$ cat config.mk
export PLATFORM = sky130hd
export DESIGN_NAME = unaligned_splitter
export DESIGN_NICKNAME = d
export VERILOG_FILES = /design/src/rtl/usplit_pkg.sv /design/src/rtl/usplit_piece_sel.sv /design/src/rtl/usplit_wr_lane.sv /design/src/rtl/usplit_rd_merge.sv /design/src/rtl/unaligned_splitter.sv
export SDC_FILE = /design/constraint.sdc
export NUM_CORES = 1
export LEC_CHECK = 0
export ABC_AREA = 1
export BUFFER_PORTS_ARGS = -buffer_cell sky130_fd_sc_hd__clkbuf_2
export CAP_MARGIN = 5
export CORE_ASPECT_RATIO = 1.4
export CORE_MARGIN = 2
export CORE_UTILIZATION = 50
export DETAILED_ROUTE_END_ITERATION = 6
export PLACE_DENSITY = 0.76
export SLEW_MARGIN = 10
export SYNTH_ARGS = -nofsm -noshare
export SYNTH_HDL_FRONTEND = slang
export SYNTH_SLANG_ARGS = --single-unit
$ cat constraint.sdc
create_clock -name clk -period 2.4 [get_ports clk]
set_input_delay 0.24 -clock clk [delete_from_list [all_inputs] [get_ports clk]]
set_output_delay 0.24 -clock clk [all_outputs]
set_load 0.03 [all_outputs]
$ cat src/rtl/usplit_pkg.sv
// Shared size encoding and helpers for the unaligned access splitter.
package usplit_pkg;
    localparam logic [1:0] SZ_BYTE = 2'd0;
    localparam logic [1:0] SZ_HALF = 2'd1;
    localparam logic [1:0] SZ_WORD = 2'd2;

    // Byte count of a size code; the unused code 3 counts as a word.
    function automatic logic [2:0] size_bytes(input logic [1:0] sz);
        case (sz)
            SZ_BYTE: return 3'd1;
            SZ_HALF: return 3'd2;
            default: return 3'd4;
        endcase
    endfunction

    // Lane mask for a piece of 1, 2 or 4 bytes.
    function automatic logic [31:0] bytes_mask(input logic [2:0] nb);
        case (nb)
            3'd1:    return 32'h0000_00FF;
            3'd2:    return 32'h0000_FFFF;
            default: return 32'hFFFF_FFFF;
        endcase
    endfunction
endpackage

$ cat src/rtl/usplit_piece_sel.sv
// Chooses the next aligned piece. It takes the largest size that the current
// address is aligned to and that does not exceed the bytes still to move.
// Assumes remain is 1..4.
module usplit_piece_sel (
    input  logic [1:0] cur_lo,
    input  logic [2:0] remain,
    output logic [1:0] piece_size,
    output logic [2:0] piece_bytes
);
    import usplit_pkg::*;

    // Greedy choice: word, else halfword, else byte.
    always_comb begin
        if (cur_lo == 2'd0 && remain >= 3'd4) begin
            piece_size = SZ_WORD;
        end else if (!cur_lo[0] && remain >= 3'd2) begin
            piece_size = SZ_HALF;
        end else begin
            piece_size = SZ_BYTE;
        end
        piece_bytes = size_bytes(piece_size);
    end
endmodule

$ cat src/rtl/usplit_wr_lane.sv
// Takes the request bytes for the current piece and places them on the bus
// lanes given by the piece address. Lanes outside the piece are driven zero.
module usplit_wr_lane #(
    parameter int DATA_W = 32
) (
    input  logic [DATA_W-1:0] wdata,
    input  logic [1:0]        done_bytes,
    input  logic [1:0]        lane,
    input  logic [2:0]        piece_bytes,
    output logic [DATA_W-1:0] lane_data
);
    import usplit_pkg::*;

    logic [DATA_W-1:0] src;

    // Drop the bytes already sent, keep the piece width, then move it to its lane.
    always_comb begin
        src       = (wdata >> {done_bytes, 3'b000}) & bytes_mask(piece_bytes);
        lane_data = src << {lane, 3'b000};
    end
endmodule

$ cat src/rtl/usplit_rd_merge.sv
// Takes the bytes of one returned piece off their bus lanes. It ORs them into
// the accumulator at the position given by the bytes already collected.
module usplit_rd_merge #(
    parameter int DATA_W = 32
) (
    input  logic [DATA_W-1:0] bus_rdata,
    input  logic [1:0]        lane,
    input  logic [2:0]        piece_bytes,
    input  logic [1:0]        done_bytes,
    input  logic [DATA_W-1:0] acc_in,
    output logic [DATA_W-1:0] acc_out
);
    import usplit_pkg::*;

    logic [DATA_W-1:0] piece;

    // Little-endian merge: later pieces fill higher result bytes.
    always_comb begin
        piece   = (bus_rdata >> {lane, 3'b000}) & bytes_mask(piece_bytes);
        acc_out = acc_in | (piece << {done_bytes, 3'b000});
    end
endmodule

$ cat src/rtl/unaligned_splitter.sv
// Turns one byte, halfword or word access at any address into a sequence of
// naturally aligned bus transfers, in ascending address order. One piece is
// in flight at a time, and the next piece is issued the cycle after an ack.
// Assumes the bus returns read data on address-selected lanes and that the
// requester waits for busy low before presenting a request.
module unaligned_splitter #(
    parameter int ADDR_W = 32
) (
    input  logic              clk,
    input  logic              rst_n,
    input  logic              req_valid,
    input  logic [ADDR_W-1:0] req_addr,
    input  logic [1:0]        req_size,
    input  logic              req_write,
    input  logic [31:0]       req_wdata,
    output logic              busy,
    output logic              done,
    output logic [31:0]       rdata,
    output logic              bus_req,
    output logic [ADDR_W-1:0] bus_addr,
    output logic [1:0]        bus_size,
    output logic              bus_write,
    output logic [31:0]       bus_wdata,
    input  logic              bus_ack,
    input  logic [31:0]       bus_rdata
);
    import usplit_pkg::*;

    localparam int DATA_W = 32;

    logic              active_q;
    logic              done_q;
    logic [ADDR_W-1:0] cur_q;
    logic [2:0]        remain_q;
    logic [1:0]        sent_q;
    logic              write_q;
    logic [DATA_W-1:0] wdata_q;
    logic [DATA_W-1:0] acc_q;
    logic [DATA_W-1:0] rdata_q;

    logic [1:0]        piece_size;
    logic [2:0]        piece_bytes;
    logic [DATA_W-1:0] lane_wdata;
    logic [DATA_W-1:0] acc_next;
    logic              accept;
    logic              fire;
    logic              last;

    usplit_piece_sel u_sel (
        .cur_lo      (cur_q[1:0]),
        .remain      (remain_q),
        .piece_size  (piece_size),
        .piece_bytes (piece_bytes)
    );

    usplit_wr_lane #(.DATA_W(DATA_W)) u_wr (
        .wdata       (wdata_q),
        .done_bytes  (sent_q),
        .lane        (cur_q[1:0]),
        .piece_bytes (piece_bytes),
        .lane_data   (lane_wdata)
    );

    usplit_rd_merge #(.DATA_W(DATA_W)) u_rd (
        .bus_rdata   (bus_rdata),
        .lane        (cur_q[1:0]),
        .piece_bytes (piece_bytes),
        .done_bytes  (sent_q),
        .acc_in      (acc_q),
        .acc_out     (acc_next)
    );

    // Handshake decode: take a new request when idle, advance on ack.
    always_comb begin
        accept = req_valid && !active_q;
        fire   = active_q && bus_ack;
        last   = fire && (remain_q == piece_bytes);
    end

    // Sequencer state: load on accept, step one piece per acknowledge.
    always_ff @(posedge clk) begin
        if (!rst_n) begin
            active_q <= 1'b0;
            done_q   <= 1'b0;
            cur_q    <= '0;
            remain_q <= '0;
            sent_q   <= '0;
            write_q  <= 1'b0;
            wdata_q  <= '0;
            acc_q    <= '0;
            rdata_q  <= '0;
        end else begin
            done_q <= last;
            if (accept) begin
                active_q <= 1'b1;
                cur_q    <= req_addr;
                remain_q <= size_bytes(req_size);
                sent_q   <= '0;
                write_q  <= req_write;
                wdata_q  <= req_wdata;
                acc_q    <= '0;
            end else if (fire) begin
                cur_q    <= cur_q + ADDR_W'(piece_bytes);
                remain_q <= remain_q - piece_bytes;
                sent_q   <= sent_q + piece_bytes[1:0];
                acc_q    <= acc_next;
                if (last) begin
                    active_q <= 1'b0;
                    rdata_q  <= acc_next;
                end
            end
        end
    end

    // Output drive straight from state and the piece logic.
    always_comb begin
        busy      = active_q;
        done      = done_q;
        rdata     = rdata_q;
        bus_req   = active_q;
        bus_addr  = cur_q;
        bus_size  = piece_size;
        bus_write = write_q;
        bus_wdata = write_q ? lane_wdata : '0;
    end
endmodule

==> impl_metrics.tcl <==
set metrics [dict create \
    die_area_sq_um 17600 \
    clk_pin_slew_worst_paths_ns 0.06 \
    clockBufferDepth 2 \
    crit_arrival_ns 2.08 \
    rsz0062_at_grt "no" \
    crit_chain "buf_12, o21ai_0, o21ai_0, or2_2, nand2_1, nand2_1, inv_1, clkbuf_2" \
    critical_path_depth 8 \
    slowest_delay_ns 0.36 \
    path_buf_inv 3 \
    grt_remaining_overflow 0 \
    vias 9512 \
    wl_mm 26.1 \
    synth_nets 1498 \
    async_flop_share_pct 0 \
    dr.pass1.iters 7 \
    area_delta_synth_final_pct 21.2 \
    final_layout_size_suffix_gt1_share_pct 18.5 \
    r2r-start "remain_q[2]$_SDFFE_PN0P_" \
    ys_top_cells_by_area "dfxtp_1 33%, nand2_1 17%, o21ai_0 10%" \
    netlist.area_leader.share_pct 32.9 \
    gp_congestion 0.928 \
    fin_tns_setup_ns 0 \
    critical_path_class "reg2out" \
    port_buffers 204 \
    finalHoldViolCount 0 \
    synth_edf_count 0 \
    tritoncts "done" \
    post_drt_wl_per_cell_um 14.7 \
    internal-power_mw 4.36 \
    p_clk_share_pct 39.1 \
    clkLatencyLatePin_ns 0.43 \
    antenna_cells 0 \
    finalSetupViolCount 0 \
    slew_headroom_pct 52.3 \
    std_cell_rows 55 \
    root_buffer "clkbuf_16" \
    finalCriticalPeriod_ns 2.32 \
    endpoint_kind "output pin" \
    post-route-util_pct 62.0 \
    synth_top_area_cell "dfxtp_1" \
    fin_skew_ns 0.00965 \
    cellLeakagePower_nw 4.79 \
    design_area_sq_um 10000 \
    cts_inserted_buffers 17 \
    synthFlopType "dfxtp_1" \
    power_switching_share_pct 32.8 \
    hold_path.class "in2reg" \
    grt.total_usage_pct 29.2 \
    die_width_um 113 \
    core_sq_um 16200 \
    grt_pass1_vias 8512 \
    cpMaxStageDelayCell "dfxtp_2" \
    postCtsHoldBufs 0 \
    status "complete, no violations" \
    worst_slack_ns 0.0843 \
    pwr-share-seq_pct 38.6 \
    cts_max_level 4 \
    dpl_cell_area_sq_um 9430 \
    timing.rr.end "bus_addr[17]$_SDFFE_PN0P_" \
    crit_end "bus_wdata[21]" \
    ant_nets 0 \
    io_pins 205 \
    antenna_found_initial 0 \
    ir_drop_mv 0.547 \
    finalNetCount 1676 \
    synth_area_sq_um 8280 \
    drtIter0Drc 873 \
    regToRegSetupSlack_ns 0.30 \
    yosys_warnings 0 \
    synthDistinctLibCells 37 \
    dp_slack_ns 0.317 \
    synth_cells 1389 \
    initial_core_util_pct 51.2 \
    syn_avg_cell_area_sq_um 5.96 \
    period_share_pct 96.5 \
    drt-vias-per-instance 5.35 \
    drcViolationCount 0 \
    detailed_place_hpwl_mm 19.0 \
    max_cap_violations 0 \
    critPathTopFamily "compound AO/OA/AOI/OAI gates" \
    ff2ff_path_depth 14 \
    power_frac_comb_pct 22.4 \
    die_h_um 156 \
    finalMaxSlewViolations 0 \
    hold_path.startpoint "req_addr[6]" \
    cp_data_required_time_ns 2.16 \
    cts_sinks 136 \
    seq_area_frac_synth_pct 32.9 \
    grt_pass1_wl_mm 41.4 \
    switching_power_mw 2.13 \
    max_freq_ghz 0.432 \
    post_cts_buffers 0 \
    crit_fanout 26 \
    crit_start "sent_q[0]$_SDFFE_PP0P_" \
    worst_pin_slew_ns 0.715 \
    ys_ff_latch 136 \
    worstSetupStartpointType "register" \
    grt_max_degree 61 \
    power_density_nw_per_um2 648 \
]
## cell type report
class	count	area (sq um)
Clock buffer	22	474
Inverter	170	644
Multi-Input combinational cell	1005	4540
Sequential cell	136	2730
Tap cell	199	249
Timing Repair Buffer	237	1290
Fill cell	1611	6140
Clock inverter	10	95.1
## cells by family after synthesis
group,count (synthesis),synth area share (%)
compound gates,288,18.4
xor+xnor,6,0.635
fa+ha+maj,6,0.998
buf+inv,248,12.3
flops,136,32.9
simple gates,705,34.8
## power by group through the flow
stage,combinational (mW),clock [mW],sequential (mW)
2_1_floorplan,0.864,0,2.65
3_3_place_gp,1.42,0,2.55
3_5_place_dp,1.43,0,2.55
4_1_cts,1.44,2.56,2.50
5_1_grt,1.62,2.65,2.52
6_report,1.45,2.54,2.51
## stage by stage
step / instances / total power, mW / hold WS, ns
global placement: 1747 / 3.96 / 0.454
floorplan: 1389 / 3.51 / 0.399
CTS: 1779 / 6.50 / 0.0569
global route: 1779 / 6.78 / 0.0913
finish: 1779 / 6.50 / 0.0672
detailed placement: 1747 / 3.98 / 0.457
## placed cells by master, fill, tap and decap left out, types with 4 or more instances in the layout
master,count
buf_4,31
or2_2,8
nand4_1,23
nand2_1,367
inv_1,162
dfxtp_1,133
nand3_1,94
ha_1,5
clkinv_2,4
a31oi_1,15
nor3_1,7
nor2_1,197
xor2_1,5
clkbuf_2,204
inv_2,5
clkbuf_16,17
o211ai_1,15
o21ai_0,161
o21ai_1,14
a21oi_1,76
## sequential cells by signal, indices dropped and copies added, names as in the netlist
name	cells
remain_q	3
sent_q	2
bus_write	1
rdata	32
bus_req	1
bus_addr	32
done	1
wdata_q	32
acc_q	32
## Yosys cell counts, types with 5 or more instances
library cell,n
nor3_1,7
ha_1,5
dfxtp_1,136
nand2_1,368
o21ai_0,165
o21ai_1,10
inv_2,6
inv_1,162
xor2_1,5
or2_2,8
a21oi_1,76
buf_2,25
a31oi_1,15
o211ai_1,15
nor2_1,197
buf_4,8
nand3_1,95
clkbuf_1,39
nand4_1,23
## layer usage
layer / global-route usage [%] / part of all wire [%]
met5: 0 / 0
met3: 4.14 / 6.9
met2: 50.6 / 50
met1: 35.4 / 40
met4: 13.7 / 3.3
## how the worst min path moves through the flow
stage,depth (start not counted),endpoint,slack (ns)
floorplan,2,bus_addr[1]$_SDFFE_PN0P_,0.40
global placement,2,wdata_q[18]$_SDFFE_PN0P_,0.45
detailed placement,2,wdata_q[19]$_SDFFE_PN0P_,0.46
CTS,3,bus_addr[6]$_SDFFE_PN0P_,0.06
global route,3,wdata_q[25]$_SDFFE_PN0P_,0.09
finish,3,bus_addr[6]$_SDFFE_PN0P_,0.07
## timing repair
item                                    4_1_cts  5_1_grt
endpoints found under the setup margin        8       24
endpoints found under the hold margin         0        0
resized for setup                             2       10
## tightest hold or removal path: cells and delay by family
| family | cells | cell delay [ns] |
|---|---|---|
| buffers and inverters | 1 | 0.08 |
| AOI/OAI and AO/OA | 1 | 0.07 |
| and+or+nand+nor | 1 | 0.05 |
(Power assumes the default switching activity.)
